`src/rtl/pll_retune_seq.sv`:
```
module pll_retune_seq #(
  parameter int REG_W      = 32,
  parameter int P_LSB      = 16,
  parameter int P_W        = 2,
  parameter int M_LSB      = 0,
  parameter int M_W        = 2,
  parameter int N_LSB      = 8,
  parameter int N_W        = 5,
  parameter int K_LSB      = 4,
  parameter int K_W        = 2,
  parameter int LOCK_POS   = 28,
  parameter int BUS_W      = 2,
  parameter int BUS_RST    = 0,
  parameter int DIV_SETTLE = 2000,
  parameter int MUL_SETTLE = 20,
  parameter int TO_W       = 16
) (
  input  logic             clk,
  input  logic             rst_n,
  input  logic             start,
  input  logic [P_W-1:0]   req_p,
  input  logic [M_W-1:0]   req_m,
  input  logic [N_W-1:0]   req_n,
  input  logic [K_W-1:0]   req_k,
  input  logic [BUS_W-1:0] req_bus,
  input  logic [TO_W-1:0]  lock_limit,
  input  logic [REG_W-1:0] cfg_rd,
  output logic             cfg_wr_en,
  output logic [REG_W-1:0] cfg_wr_data,
  output logic [BUS_W-1:0] bus_div,
  output logic             busy,
  output logic             done,
  output logic             lock_err
);
  localparam int LONGEST = (DIV_SETTLE > MUL_SETTLE) ? DIV_SETTLE : MUL_SETTLE;
  localparam int CNT_W   = $clog2(LONGEST + 1);

  typedef enum logic [3:0] {
    S_IDLE, S_BUS_UP, S_P_UP, S_P_WT, S_M_UP, S_M_WT,
    S_NK, S_NK_WT, S_POLL, S_P_DN, S_M_DN, S_BUS_DN
  } st_t;

  st_t              st;
  logic [REG_W-1:0] shadow;
  logic [P_W-1:0]   rp;
  logic [M_W-1:0]   rm;
  logic [N_W-1:0]   rn;
  logic [K_W-1:0]   rk;
  logic [BUS_W-1:0] rbus;
  logic [CNT_W-1:0] cnt;
  logic [TO_W-1:0]  tocnt;
  logic             wr_q;

  wire [P_W-1:0] cur_p    = shadow[P_LSB +: P_W];
  wire [M_W-1:0] cur_m    = shadow[M_LSB +: M_W];
  wire [N_W-1:0] cur_n    = shadow[N_LSB +: N_W];
  wire [K_W-1:0] cur_k    = shadow[K_LSB +: K_W];
  wire           lock_now = cfg_rd[LOCK_POS];

  assign busy        = (st != S_IDLE);
  assign cfg_wr_en   = wr_q;
  assign cfg_wr_data = shadow;

  always_ff @(posedge clk) begin
    if (!rst_n) begin
      st       <= S_IDLE;
      shadow   <= '0;
      rp       <= '0;
      rm       <= '0;
      rn       <= '0;
      rk       <= '0;
      rbus     <= '0;
      cnt      <= '0;
      tocnt    <= '0;
      wr_q     <= 1'b0;
      done     <= 1'b0;
      lock_err <= 1'b0;
      bus_div  <= BUS_W'(BUS_RST);
    end else begin
      wr_q <= 1'b0;
      done <= 1'b0;
      case (st)
        S_IDLE: if (start) begin
          shadow           <= cfg_rd;
          shadow[LOCK_POS] <= 1'b0;
          rp       <= req_p;
          rm       <= req_m;
          rn       <= req_n;
          rk       <= req_k;
          rbus     <= req_bus;
          lock_err <= 1'b0;
          st       <= S_BUS_UP;
        end
        S_BUS_UP: begin
          if (rbus > bus_div) bus_div <= rbus;
          st <= S_P_UP;
        end
        S_P_UP: if (rp > cur_p) begin
          shadow[P_LSB +: P_W] <= rp;
          wr_q <= 1'b1;
          cnt  <= CNT_W'(DIV_SETTLE - 1);
          st   <= S_P_WT;
        end else st <= S_M_UP;
        S_P_WT: if (cnt == '0) st <= S_M_UP; else cnt <= cnt - 1'b1;
        S_M_UP: if (rm > cur_m) begin
          shadow[M_LSB +: M_W] <= rm;
          wr_q <= 1'b1;
          cnt  <= CNT_W'(DIV_SETTLE - 1);
          st   <= S_M_WT;
        end else st <= S_NK;
        S_M_WT: if (cnt == '0) st <= S_NK; else cnt <= cnt - 1'b1;
        S_NK: if (rn != cur_n || rk != cur_k) begin
          shadow[N_LSB +: N_W] <= rn;
          shadow[K_LSB +: K_W] <= rk;
          wr_q <= 1'b1;
          cnt  <= CNT_W'(MUL_SETTLE - 1);
          st   <= S_NK_WT;
        end else st <= S_P_DN;
        S_NK_WT: if (cnt == '0) begin
          tocnt <= '0;
          st    <= S_POLL;
        end else cnt <= cnt - 1'b1;
        S_POLL: if (lock_now) st <= S_P_DN;
        else if (tocnt == lock_limit) begin
          lock_err <= 1'b1;
          done     <= 1'b1;
          st       <= S_IDLE;
        end else tocnt <= tocnt + 1'b1;
        S_P_DN: begin
          if (rp < cur_p) begin
            shadow[P_LSB +: P_W] <= rp;
            wr_q <= 1'b1;
          end
          st <= S_M_DN;
        end
        S_M_DN: begin
          if (rm < cur_m) begin
            shadow[M_LSB +: M_W] <= rm;
            wr_q <= 1'b1;
          end
          st <= S_BUS_DN;
        end
        S_BUS_DN: begin
          if (rbus < bus_div) bus_div <= rbus;
          done <= 1'b1;
          st   <= S_IDLE;
        end
        default: st <= S_IDLE;
      endcase
    end
  end


  busy_start_ignored_chk: assert property (@(posedge clk) disable iff (!rst_n)
    (busy && start) |=> ($stable(rp) && $stable(rm) && $stable(rn) && $stable(rk) && $stable(rbus)));


  poll_no_write_chk: assert property (@(posedge clk) disable iff (!rst_n)
    (st == S_POLL) |-> !cfg_wr_en);


  err_with_done_chk: assert property (@(posedge clk) disable iff (!rst_n)
    $rose(lock_err) |-> done);


  done_single_chk: assert property (@(posedge clk) disable iff (!rst_n)
    done |=> !done);


  done_idle_chk: assert property (@(posedge clk) disable iff (!rst_n)
    done |-> !busy);


  bus_idle_stable_chk: assert property (@(posedge clk) disable iff (!rst_n)
    !busy |=> $stable(bus_div));
endmodule

```
`config.mk`:
```
export PLATFORM = sky130hd
export DESIGN_NAME = pll_retune_seq
export DESIGN_NICKNAME = d
export VERILOG_FILES = /design/src/rtl/pll_retune_seq.sv
export SDC_FILE = /design/constraint.sdc
export NUM_CORES = 1
export LEC_CHECK = 0
export BUFFER_PORTS_ARGS = -buffer_cell sky130_fd_sc_hd__buf_2
export CORE_MARGIN = 3
export CORE_UTILIZATION = 58
export CTS_CLUSTER_DIAMETER = 150
export DETAILED_ROUTE_END_ITERATION = 8
export PLACE_DENSITY = 0.86
export SLEW_MARGIN = 10
export SYNTH_ARGS = -nofsm -noshare
export SYNTH_HDL_FRONTEND = slang
export SYNTH_SLANG_ARGS = --single-unit
```
`constraint.sdc`:
```
create_clock -name clk -period 4 [get_ports clk]
set_input_delay 0.6 -clock clk [delete_from_list [all_inputs] [get_ports clk]]
set_output_delay 0.6 -clock clk [all_outputs]
set_load 0.01 [all_outputs]
```
After elaboration in Yosys (flattened, before gate mapping)
Index checks and enable logic that the tools add are counted.
{"block": "op_classes", "addsub": 2, "magnitude_cmp": 6, "n_eq_ne": 30, "n_mux": 46, "reduce_logical": 21}
{"operator": "$mux 16", "count": 3}
{"operator": "$mux 11", "count": 4}
{"operator": "$pmux 11 s4", "count": 1}
{"operator": "$pmux 4 s11", "count": 1}
{"operator": "$pmux 16 s2", "count": 1}
{"operator": "$ne 2x2->1 const B", "count": 15}
{"operator": "$mux 4", "count": 7}
{"operator": "$mux 18", "count": 1}
{"operator": "$add 16x1->16 const B", "count": 1}
{"operator": "$eq 16x16->1", "count": 1}
{"operator": "$eq 4x3->1 const B", "count": 4}
{"operator": "$eq 4x4->1 const B", "count": 4}
{"operator": "$mux 2", "count": 8}
{"operator": "$reduce_and 4->1", "count": 4}
{"operator": "$pmux 2 s3", "count": 2}
{"operator": "$logic_not 11->1", "count": 1}
{"operator": "$sub 11x1->11 const B", "count": 1}
{"operator": "$mux 1", "count": 10}
{"operator": "$pmux 5 s2", "count": 1}
{"operator": "$reduce_and 5->1", "count": 2}
{"operator": "$eq 4x2->1 const B", "count": 2}
{"operator": "$pmux 2 s2", "count": 2}
{"operator": "$reduce_bool 2->1", "count": 4}
{"operator": "$reduce_bool 4->1", "count": 2}
{"operator": "other kinds (16)", "count": 23}
{"block": "word_totals", "reg_bits": 80, "input_bits": 64, "elab_cells": 121}

Longest topological paths before layout
Gate-level depths: netlist of the first run.
{"block": "logic_depth", "word_depth": 4, "ltp_mapped": 9}

Least setup slack after synthesis of the first run
OpenSTA, ideal clock, no wires.
{"block": "synth_timing", "path_type": "input-to-reg", "start": "input lock_limit[0]", "end": "register st[2]", "setup_time_ns": 0.103, "arrival_time_ns": 1.896, "setup_slack_ns": 2.000, "stages": 7, "path_buffers": 1, "cell_sequence": "xnor2_1 > nand4_1 > nor4_4 > nand2b_1 > buf_6 > a21oi_2 > a2111oi_2"}
{"block": "synth_between", "elab_chain_len": 3}
{"element": "start, declared", "line_no": "26", "rtl": "input logic [TO_W-1:0] lock_limit,"}
{"element": "$eq 16x16->1", "line_no": "124", "rtl": "else if (tocnt == lock_limit) begin"}
{"element": "$ne 3x3->1 (no source line)"}
{"element": "$reduce_and 5->1 (no source line)"}
{"element": "end signal, assigned", "line_no": "121", "rtl": "st <= S_POLL;"}
{"element": "end signal, assigned", "line_no": "123", "rtl": "S_POLL: if (lock_now) st <= S_P_DN;"}
{"element": "end signal, assigned", "line_no": "127", "rtl": "st <= S_IDLE;"}
{"element": "end, declared", "line_no": "43", "rtl": "st_t st;"}
No other way between the ends.
A chain may end at the register's enable or synchronous reset.

Final worst setup path of the first run
{"block": "layout_timing", "start": "register st[1]", "end": "register shadow[9] (netlist: cfg_wr_data[9])"}
{"block": "layout_between", "elab_chain_len": 3, "elab_cells_between_ends": 7, "classes_between": "3 x eq/ne; 1 x mux; 3 x reduce/logical"}
{"element": "start signal, assigned", "line_no": "66", "rtl": "st <= S_IDLE;"}
{"element": "start signal, assigned", "line_no": "92", "rtl": "st <= S_BUS_UP;"}
{"element": "start signal, assigned", "line_no": "96", "rtl": "st <= S_P_UP;"}
{"element": "$eq 4x3->1 or $logic_not 4->1 (tied branches)", "line_no": "82", "rtl": "case (st)"}
{"element": "$ne 2x2->1 (no source line) or $reduce_bool 2->1 (tied branches)"}
{"element": "$reduce_and 3->1 (no source line)"}
{"element": "end signal, assigned", "line_no": "84", "rtl": "shadow <= cfg_rd;"}
{"element": "end signal, assigned by index", "line_no": "99", "rtl": "shadow[P_LSB +: P_W] <= rp;"}
{"element": "end signal, assigned by index", "line_no": "106", "rtl": "shadow[M_LSB +: M_W] <= rm;"}
{"element": "end, declared", "line_no": "44", "rtl": "logic [REG_W-1:0] shadow;"}
Several ways; a longest one is shown, not always the timed one.

==> results of run 1 <==
-- power groups by stage --
stage,Combinational [mW],Clock (mW),Sequential [mW]
2_1_floorplan,0.864,0,1.11
3_3_place_gp,1.11,0,1.13
3_5_place_dp,1.14,0,1.14
4_1_cts,1.15,0.603,1.13
5_1_grt,1.30,0.640,1.16
6_report,1.17,0.600,1.13
-- metrics by stage --
step                      cell area (µm²)  utilization
final                                4880        0.710
after global routing                 4880        0.710
after CTS                            4870        0.709
after detailed placement             4680        0.681
after global placement               4680        0.681
after floorplan                      4180            -
-- cell usage after synthesis (all sizes together), types with 3 or more instances --
master / instances
nand3: 23
inv: 20
a311oi: 10
nor3: 9
o21ai: 23
xor2: 7
nor2b: 3
clkbuf: 19
or2: 3
mux2i: 7
buf: 12
nand2b: 5
nor2: 52
xnor2: 30
ha: 9
o211ai: 4
nand4: 8
a21oi: 58
dfxtp: 80
and3: 6
nand2: 93
or4: 3
nor3b: 3
a31oi: 3
nor4: 8
nor4b: 5
-- how the worst max path moves through the flow --
stage | from | to | slack (ps) | depth (start not counted)
2_1_floorplan | lock_limit[0] | st[2] | 2000 | 7
3_3_place_gp | st[1] | cfg_wr_data[5] | 1550 | 5
3_5_place_dp | st[1] | cfg_wr_data[4] | 1310 | 5
4_1_cts | st[1] | cfg_wr_data[9] | 1320 | 5
5_1_grt | st[1] | cfg_wr_data[4] | 950 | 5
6_report | st[1] | cfg_wr_data[9] | 1230 | 5
-- sequential cells by signal (all words and copies together), names as in the netlist --
| signal | count |
|---|---|
| lock_err | 1 |
| cfg_wr_data | 31 |
| st | 4 |
| rk | 2 |
| rn | 5 |
| cfg_wr_en | 1 |
| rm | 2 |
| tocnt | 16 |
| rbus | 2 |
| bus_div | 2 |
| rp | 2 |
| cnt | 11 |
| done | 1 |
-- layer usage --
metal  track usage  up-vias  wire length (µm)
li1              -     2031                 -
met4        0.0766        0               199
met2         0.412      169              4950
met5             0        -                 0
met1         0.296     1871              4220
met3        0.0642       26               783
-- area by class of cell --
cell class / instances / area, µm² / share of cell area
Clock inverter: 5 / 56.3 / 0.0115
Multi-Input combinational cell: 404 / 2360 / 0.484
Clock buffer: 10 / 138 / 0.0282
Inverter: 21 / 78.8 / 0.0162
Tap cell: 96 / 120 / 0.0246
Timing Repair Buffer: 103 / 523 / 0.107
Sequential cell: 80 / 1600 / 0.328
-- cell families after synthesis --
| family | count (synthesis) | share of synthesized area |
|---|---|---|
| adder cells (fa/ha/maj) | 9 | 0.0270 |
| AO/OA/AOI/OAI | 124 | 0.185 |
| multiplexers | 7 | 0.0168 |
| other | 1 | 0.000898 |
| XOR/XNOR | 37 | 0.0776 |
| AND/OR/NAND/NOR | 226 | 0.256 |
| flip-flops | 80 | 0.383 |
| buffers and inverters | 52 | 0.0527 |
-- worst max-delay path, stage by stage (launching register included) --
cell and delay [ps]:
dfxtp_1 780, nand4_2 430, a31oi_1 400, or2_0 630, nor2_1 120, a311oi_1 300
==> flow_summary.yaml, run 1 <==
final_layout:
  drive_gt1_frac: 0.212
  diodes: 0
  synthToLayoutAreaGrowth_pct: 16.8
  layout.cells.non_filler: 719
  nets: 692
  layout_common_cells: "buf_2, nand2_1, dfxtp_1"
  num-fill-cells: 543
  layout_commonest_cell: "buf_2"
global_route:
  grt_max_degree: 36
  antenna_found_initial: 0
  grt_pass1_vias: 3811
  grt_pass1_wl_um: 16600
  grt_overflow_total: 0
  grt.total_usage: 0.241
detailed_routing:
  drt-total-wl_um: 10200
  drt_iter0_markers: 262
  wl_per_cell_um: 14.1
  vias: 4097
  vias_per_cell: 5.70
  antenna_left: 0
  drt_pass1_iterations: 5
  drcViolationCount: 0
clock_tree:
  clock_path_buffers: 2
  cts.sinks: 80
  hold_buffers: 0
  clkSlewWorstSetupHoldPaths_ps: 80
  cts_tree: "done"
  clk-insertion-delay-late_ps: 350
  root_buffer: "clkbuf_8"
  postCtsSetupBuffers: 0
  cts_resized: 0
  cts_max_level: 3
  cts_made_buffers: 9
logic_synthesis:
  yosysSeqAreaShare: 0.383
  yosys-top-cells-area: "dfxtp_1, nand2_1, a21oi_1"
  yosysUniqueCellTypes: 64
  ys_warn_count: 0
  syn_area_per_cell_um2: 7.79
  ys_ff_latch: 80
  netlist_area_mm2: 0.00418
  synth_edf_count: 0
  yosys.area.top_type: "dfxtp_1"
  synth_top_area_frac: 0.383
  synth_cells: 536
  async_flop_share: 0
  ys.flop_type: "dfxtp_1"
  synth_fp_nets: 609
place:
  dp.cells: 704
  pre_cts_ws_ps: 1310
  port_buffers: 100
  dp.final_hpwl_um: 7220
  place.gp.congestion: 0.983
floorplanning:
  die_h_um: 90.9
  start_util: 0.608
  fp.dieArea_mm2: 0.00825
  die-width_um: 90.9
  std_cell_rows: 30
  core_area_mm2: 0.00687
  ios: 102
timing:
  finalHoldViolCount: 0
  fmax_mhz: 361
  clock-skew-final_ps: 8.87
  drv_slew: 0
  tightest_slew_ps: 1030
  setup_ws_ps: 1230
  fin_tns_setup_ps: 0
  maxSlewHeadroom: 0.306
  setup_violations: 0
  period_share: 0.692
  whs_ps: 453
  rsz0062_at_grt: "false"
  post-route-min-period_ps: 2770
setup_path:
  cp.required_ps: 4240
  rrSetupSlack_ps: 1230
  path_class: "reg -> reg"
  cp.arrival_ps: 3010
  r2r-start: "st[1]"
  critPathMaxFanout: 23
  worstReg2RegEnd: "cfg_wr_data[9]"
  endpoint_kind: "flop"
  ff2ff_path_depth: 5
  start_kind: "flop"
outcome:
  status: "finished, final reports clean"
hold_path:
  hold_class: "reg -> reg"
  hold_start: "cfg_wr_data[13]"
  min_path_cells: 2
  whs_endpoint: "cfg_wr_data[13]"
pwr:
  pwr-share-seq: 0.391
  switchingPower_mw: 1.18
  p_total_mw: 2.90
  clkPwrFrac: 0.207
  combPwrFrac: 0.402
  p_leak_nw: 1.99
  p_per_area_mw_per_mm2: 594
  p_int_mw: 1.71
  ir_worst_vdd_uv: 352
  p_sw_frac: 0.409
job:
  drv_cap: 0
(Power assumes the default switching activity.)
==> run 2, diff against run 1 <==
--- a/config.mk
+++ b/config.mk
@@ -7,10 +7,10 @@
 export LEC_CHECK = 0
 export BUFFER_PORTS_ARGS = -buffer_cell sky130_fd_sc_hd__buf_2
 export CORE_MARGIN = 3
-export CORE_UTILIZATION = 58
+export CORE_UTILIZATION = 48
 export CTS_CLUSTER_DIAMETER = 150
 export DETAILED_ROUTE_END_ITERATION = 8
-export PLACE_DENSITY = 0.86
+export PLACE_DENSITY = 0.76
 export SLEW_MARGIN = 10
 export SYNTH_ARGS = -nofsm -noshare
 export SYNTH_HDL_FRONTEND = slang
==> constraint.sdc (replaced) <==
create_clock -name clk -period 2.45 [get_ports clk]
set_input_delay 0.3675 -clock clk [delete_from_list [all_inputs] [get_ports clk]]
set_output_delay 0.3675 -clock clk [all_outputs]
set_load 0.01 [all_outputs]
==> run 2 against run 1 <==
- via count about the same
- clock power grew 92%
- clock skew decreased by 1.0 ps
- worst hold slack got worse by 200 ps
- cell area rose by 3.6%
- total power up 71%
- largest cell class unchanged
==> flow_summary.yaml, run 2 (synthesis gave the netlist of run 1 again) <==
outcome:
  status: "finished, final reports clean"
pwr:
  p_leak_nw: 2.08
  p_total_mw: 4.97
  p_per_area_mw_per_mm2: 983
  ir_worst_vdd_uv: 490
timing:
  maxSlewHeadroom: 0.568
  period_share: 0.944
  clock-skew-final_ps: 7.85
  fmax_mhz: 432
  setup_ws_ps: 138
  drv_slew: 0
  fin_tns_setup_ps: 0
  post-route-min-period_ps: 2310
  rsz0062_at_grt: "true"
  tightest_slew_ps: 639
  setup_violations: 0
  finalHoldViolCount: 0
detailed_routing:
  antenna_left: 0
  drcViolationCount: 0
  drt_pass1_iterations: 5
  drt-total-wl_um: 10100
  drt_iter0_markers: 204
  vias_per_cell: 5.51
  wl_per_cell_um: 13.6
  vias: 4100
final_layout:
  synthToLayoutAreaGrowth_pct: 21.0
  largest_reg_flops: 31
  nets: 707
  diodes: 0
  layout_common_cells: "buf_2, nand2_1, dfxtp_1"
  drive_gt1_frac: 0.232
  layout_commonest_cell: "buf_2"
global_route:
  grt_pass1_wl_um: 17200
  grt_overflow_total: 0
  grt_max_degree: 36
  grt.total_usage: 0.207
  antenna_found_initial: 0
  grt_pass1_vias: 3868
clock_tree:
  cts_tree: "done"
  clock_path_buffers: 2
  postCtsSetupBuffers: 0
  cts_made_buffers: 9
  cts.sinks: 80
  clk-insertion-delay-late_ps: 340
  root_buffer: "clkbuf_8"
  clkSlewWorstSetupHoldPaths_ps: 80
  cts_max_level: 3
setup_path:
  cp_common_cell: "o21ai_0"
  rrSetupSlack_ps: 140
  worstReg2RegEnd: "cnt[5]"
  max_stage_delay_ps: 380
  r2r-start: "cfg_wr_data[1]"
  ff2ff_path_depth: 8
  critPathMaxFanout: 13
  crit_slowest_cell: "o211a_2"
  path_buf_inv: 1
  endpoint_kind: "flop"
  cp.required_ps: 2690
  path_cells: "inv_1 > ha_1 > nor2b_1 > o21ai_0 > a221oi_1 > o211a_2 > o21ai_0 > a32o_1"
  cp.arrival_ps: 2550
  start_kind: "flop"
  crit_cells: 8
  crit_family: "compound AO/OA/AOI/OAI gates"
  path_class: "reg -> reg"
floorplanning:
  core_area_mm2: 0.00834
  ios: 102
  fp.dieArea_mm2: 0.00986
  start_util: 0.501
  die_h_um: 99.3
  die-width_um: 99.3
  std_cell_rows: 33
place:
  dp.final_hpwl_um: 7420
  pre_cts_ws_ps: 115
  port_buffers: 100
  place.gp.congestion: 0.962
hold_path:
  whs_endpoint: "cfg_wr_data[21]"
  hold_start: "cfg_rd[21]"
  min_path_cells: 3
  hold_class: "in -> reg"
job:
  drv_cap: 0
[run 2: changes by cell type in the layout (fill, tap and decap cells not counted), sizes merged]
cell | previous run | this run
buf | 103 | 118
bufinv | 1 | 3
inv | 21 | 20
[run 2: timing repair]
action / in CTS / in global routing
endpoints found under the setup margin: 0 / 4
hold buffers: 0 / 0
resized for setup: 0 / 2
[run 2: how the worst max path moves through the flow]
stage	start	endpoint	slack (ps)
floorplan	cfg_wr_data[1]	cnt[8]	470
global placement	cfg_wr_data[1]	cnt[5]	220
detailed placement	cfg_wr_data[1]	cnt[5]	110
CTS	cfg_wr_data[1]	cnt[5]	100
global route	cfg_wr_data[1]	cnt[5]	-5
finish	cfg_wr_data[1]	cnt[5]	140
[run 2: worst min-delay path: stages]
cell,delay (ps)
buf_2,90
nand2_1,40
a21oi_1,50
[run 2: where the power goes]
group	internal, mW	switching, mW	leakage (nW)	total [mW]
Sequential	1.56	0.264	0.652	1.82
Clock	0.674	0.475	0.116	1.15
Combinational	0.814	1.18	1.31	2.00
Total	3.05	1.92	2.08	4.97
[run 2: metrics by stage]
stage	cells	instance area, µm²	hold WS, ps	utilization
finish	744	5050	250	0.606
global route	744	5050	248	0.606
CTS	744	5050	233	0.605
detailed placement	728	4810	448	0.577
global placement	728	4810	439	0.577
floorplan	536	4180	448	-
[run 2: cell type report]
type	instances	area (µm²)
fillers	802	3290
multi-input cells	404	2360
flip-flops and latches	80	1600
repair buffers	118	648
well taps	105	131
clock buffers	10	128
clock inverters	6	108
inverters	21	78.8
[run 2: layer usage]
layer  vias to the layer above  global-route usage  share of wire  wire length, µm
li1                       2069                   -              -                -
met1                      1877               0.269           0.43             4380
met2                       144               0.340           0.48             4890
met3                        10              0.0519          0.073              740
met4                         0              0.0641          0.013              129
met5                         -                   0              0                0
==> run 3, diff against run 2 <==
--- a/config.mk
+++ b/config.mk
@@ -5,7 +5,7 @@
 export SDC_FILE = /design/constraint.sdc
 export NUM_CORES = 1
 export LEC_CHECK = 0
-export BUFFER_PORTS_ARGS = -buffer_cell sky130_fd_sc_hd__buf_2
+export BUFFER_PORTS_ARGS = -buffer_cell sky130_fd_sc_hd__clkbuf_2
 export CORE_MARGIN = 3
 export CORE_UTILIZATION = 48
 export CTS_CLUSTER_DIAMETER = 150
==> run 3 against run 2 <==
- worst setup slack gained 99 ps
- cell count grew 0.27%
- first-iteration DRC count increased by 8.3%
- routed wire length decreased by 0.40%
==> flow_summary.yaml, run 3 (synthesis gave the netlist of run 1 again) <==
final_layout:
  layout_common_cells: "clkbuf_2, nand2_1, dfxtp_1"
  layout_commonest_cell: "clkbuf_2"
  drive_gt1_frac: 0.234
  largest_reg_flops: 31
  nets: 710
  synthToLayoutAreaGrowth_pct: 21.2
  diodes: 0
detailed_routing:
  drcViolationCount: 0
  drt-total-wl_um: 10100
  vias_per_cell: 5.46
  antenna_left: 0
  drt_pass1_iterations: 4
  drt_iter0_markers: 221
  wl_per_cell_um: 13.5
  vias: 4070
floorplanning:
  fp.dieArea_mm2: 0.00986
  start_util: 0.501
  die-width_um: 99.3
  die_h_um: 99.3
  std_cell_rows: 33
  ios: 102
  core_area_mm2: 0.00834
timing:
  setup_ws_ps: 237
  clock-skew-final_ps: 7.17
  fmax_mhz: 452
  drv_slew: 0
  fin_tns_setup_ps: 0
  finalHoldViolCount: 0
  maxSlewHeadroom: 0.560
  tightest_slew_ps: 651
  post-route-min-period_ps: 2210
  rsz0062_at_grt: "false"
  period_share: 0.903
  setup_violations: 0
clock_tree:
  clkSlewWorstSetupHoldPaths_ps: 80
  cts_max_level: 3
  cts_tree: "done"
  root_buffer: "clkbuf_8"
  cts_made_buffers: 9
  clk-insertion-delay-late_ps: 340
  cts.sinks: 80
  clock_path_buffers: 2
global_route:
  grt_max_degree: 36
  grt_pass1_vias: 3924
  antenna_found_initial: 0
  grt.total_usage: 0.208
  grt_overflow_total: 0
  grt_pass1_wl_um: 17100
setup_path:
  start_kind: "flop"
  critPathMaxFanout: 8
  cp.required_ps: 2690
  endpoint_kind: "flop"
  path_class: "reg -> reg"
  cp.arrival_ps: 2460
place:
  port_buffers: 100
  place.gp.congestion: 0.938
  pre_cts_ws_ps: 98.4
  dp.final_hpwl_um: 7360
pwr:
  ir_worst_vdd_uv: 527
  p_per_area_mw_per_mm2: 975
  p_leak_nw: 2.08
hold_path:
  hold_class: "in -> reg"
job:
  drv_cap: 0
outcome:
  status: "finished, final reports clean"
-- run 3: final cells by class --
class / count / area, µm²
Fill cell: 794 / 3280
Multi-Input combinational cell: 404 / 2360
Sequential cell: 80 / 1600
Timing Repair Buffer: 121 / 671
Clock buffer: 12 / 155
Tap cell: 105 / 131
Inverter: 21 / 78.8
Clock inverter: 3 / 65.1
-- run 3: final timing paths --
| path | start | to | slack [ps] | cells after the start |
|---|---|---|---|---|
| min | cfg_rd[15] | cfg_wr_data[15] | 240 | 3 |
| max reg2reg | cfg_wr_data[1] | cnt[4] | 240 | 9 |
| max | cfg_wr_data[1] | cnt[4] | 240 | 9 |
| min reg2reg | cfg_wr_data[20] | cfg_wr_data[20] | 460 | 2 |
-- run 3: power by group --
part | switching, mW | internal [mW] | total (mW) | leakage [nW]
clock network | 0.446 | 0.623 | 1.07 | 0.112
registers | 0.262 | 1.56 | 1.82 | 0.652
logic | 1.21 | 0.839 | 2.04 | 1.31
total | 1.91 | 3.02 | 4.93 | 2.08
-- run 3: layer usage --
metal,share of wire,vias up,global-route usage
met2,0.47,113,0.348
met1,0.45,1878,0.253
li1,-,2064,-
met4,0.014,0,0.0714
met5,0,-,0
met3,0.066,15,0.0631
-- run 3: repair_timing --
item | 4_1_cts | 5_1_grt
endpoints found under the setup margin | 0 | 9
hold buffers | 0 | 0
buffers inserted | 0 | 3
resized for setup | 0 | 2
-- run 3: worst max-delay path: stages (launching register included) --
cell	delay (ps)
dfxtp_1	350
inv_1	50
ha_1	290
nor2b_1	250
o21ai_0	150
a221oi_1	300
o211a_2	320
buf_4	150
a21oi_1	50
a31o_2	200
-- run 3: metrics by stage --
step / hold slack [ps] / utilization / cells / instance area, µm² / power, mW
floorplan: 448 / - / 536 / 4180 / 3.23
global placement: 441 / 0.577 / 728 / 4810 / 3.76
detailed placement: 447 / 0.577 / 728 / 4810 / 3.83
CTS: 220 / 0.604 / 743 / 5030 / 4.92
global route: 224 / 0.607 / 746 / 5060 / 5.30
finish: 237 / 0.607 / 746 / 5060 / 4.93
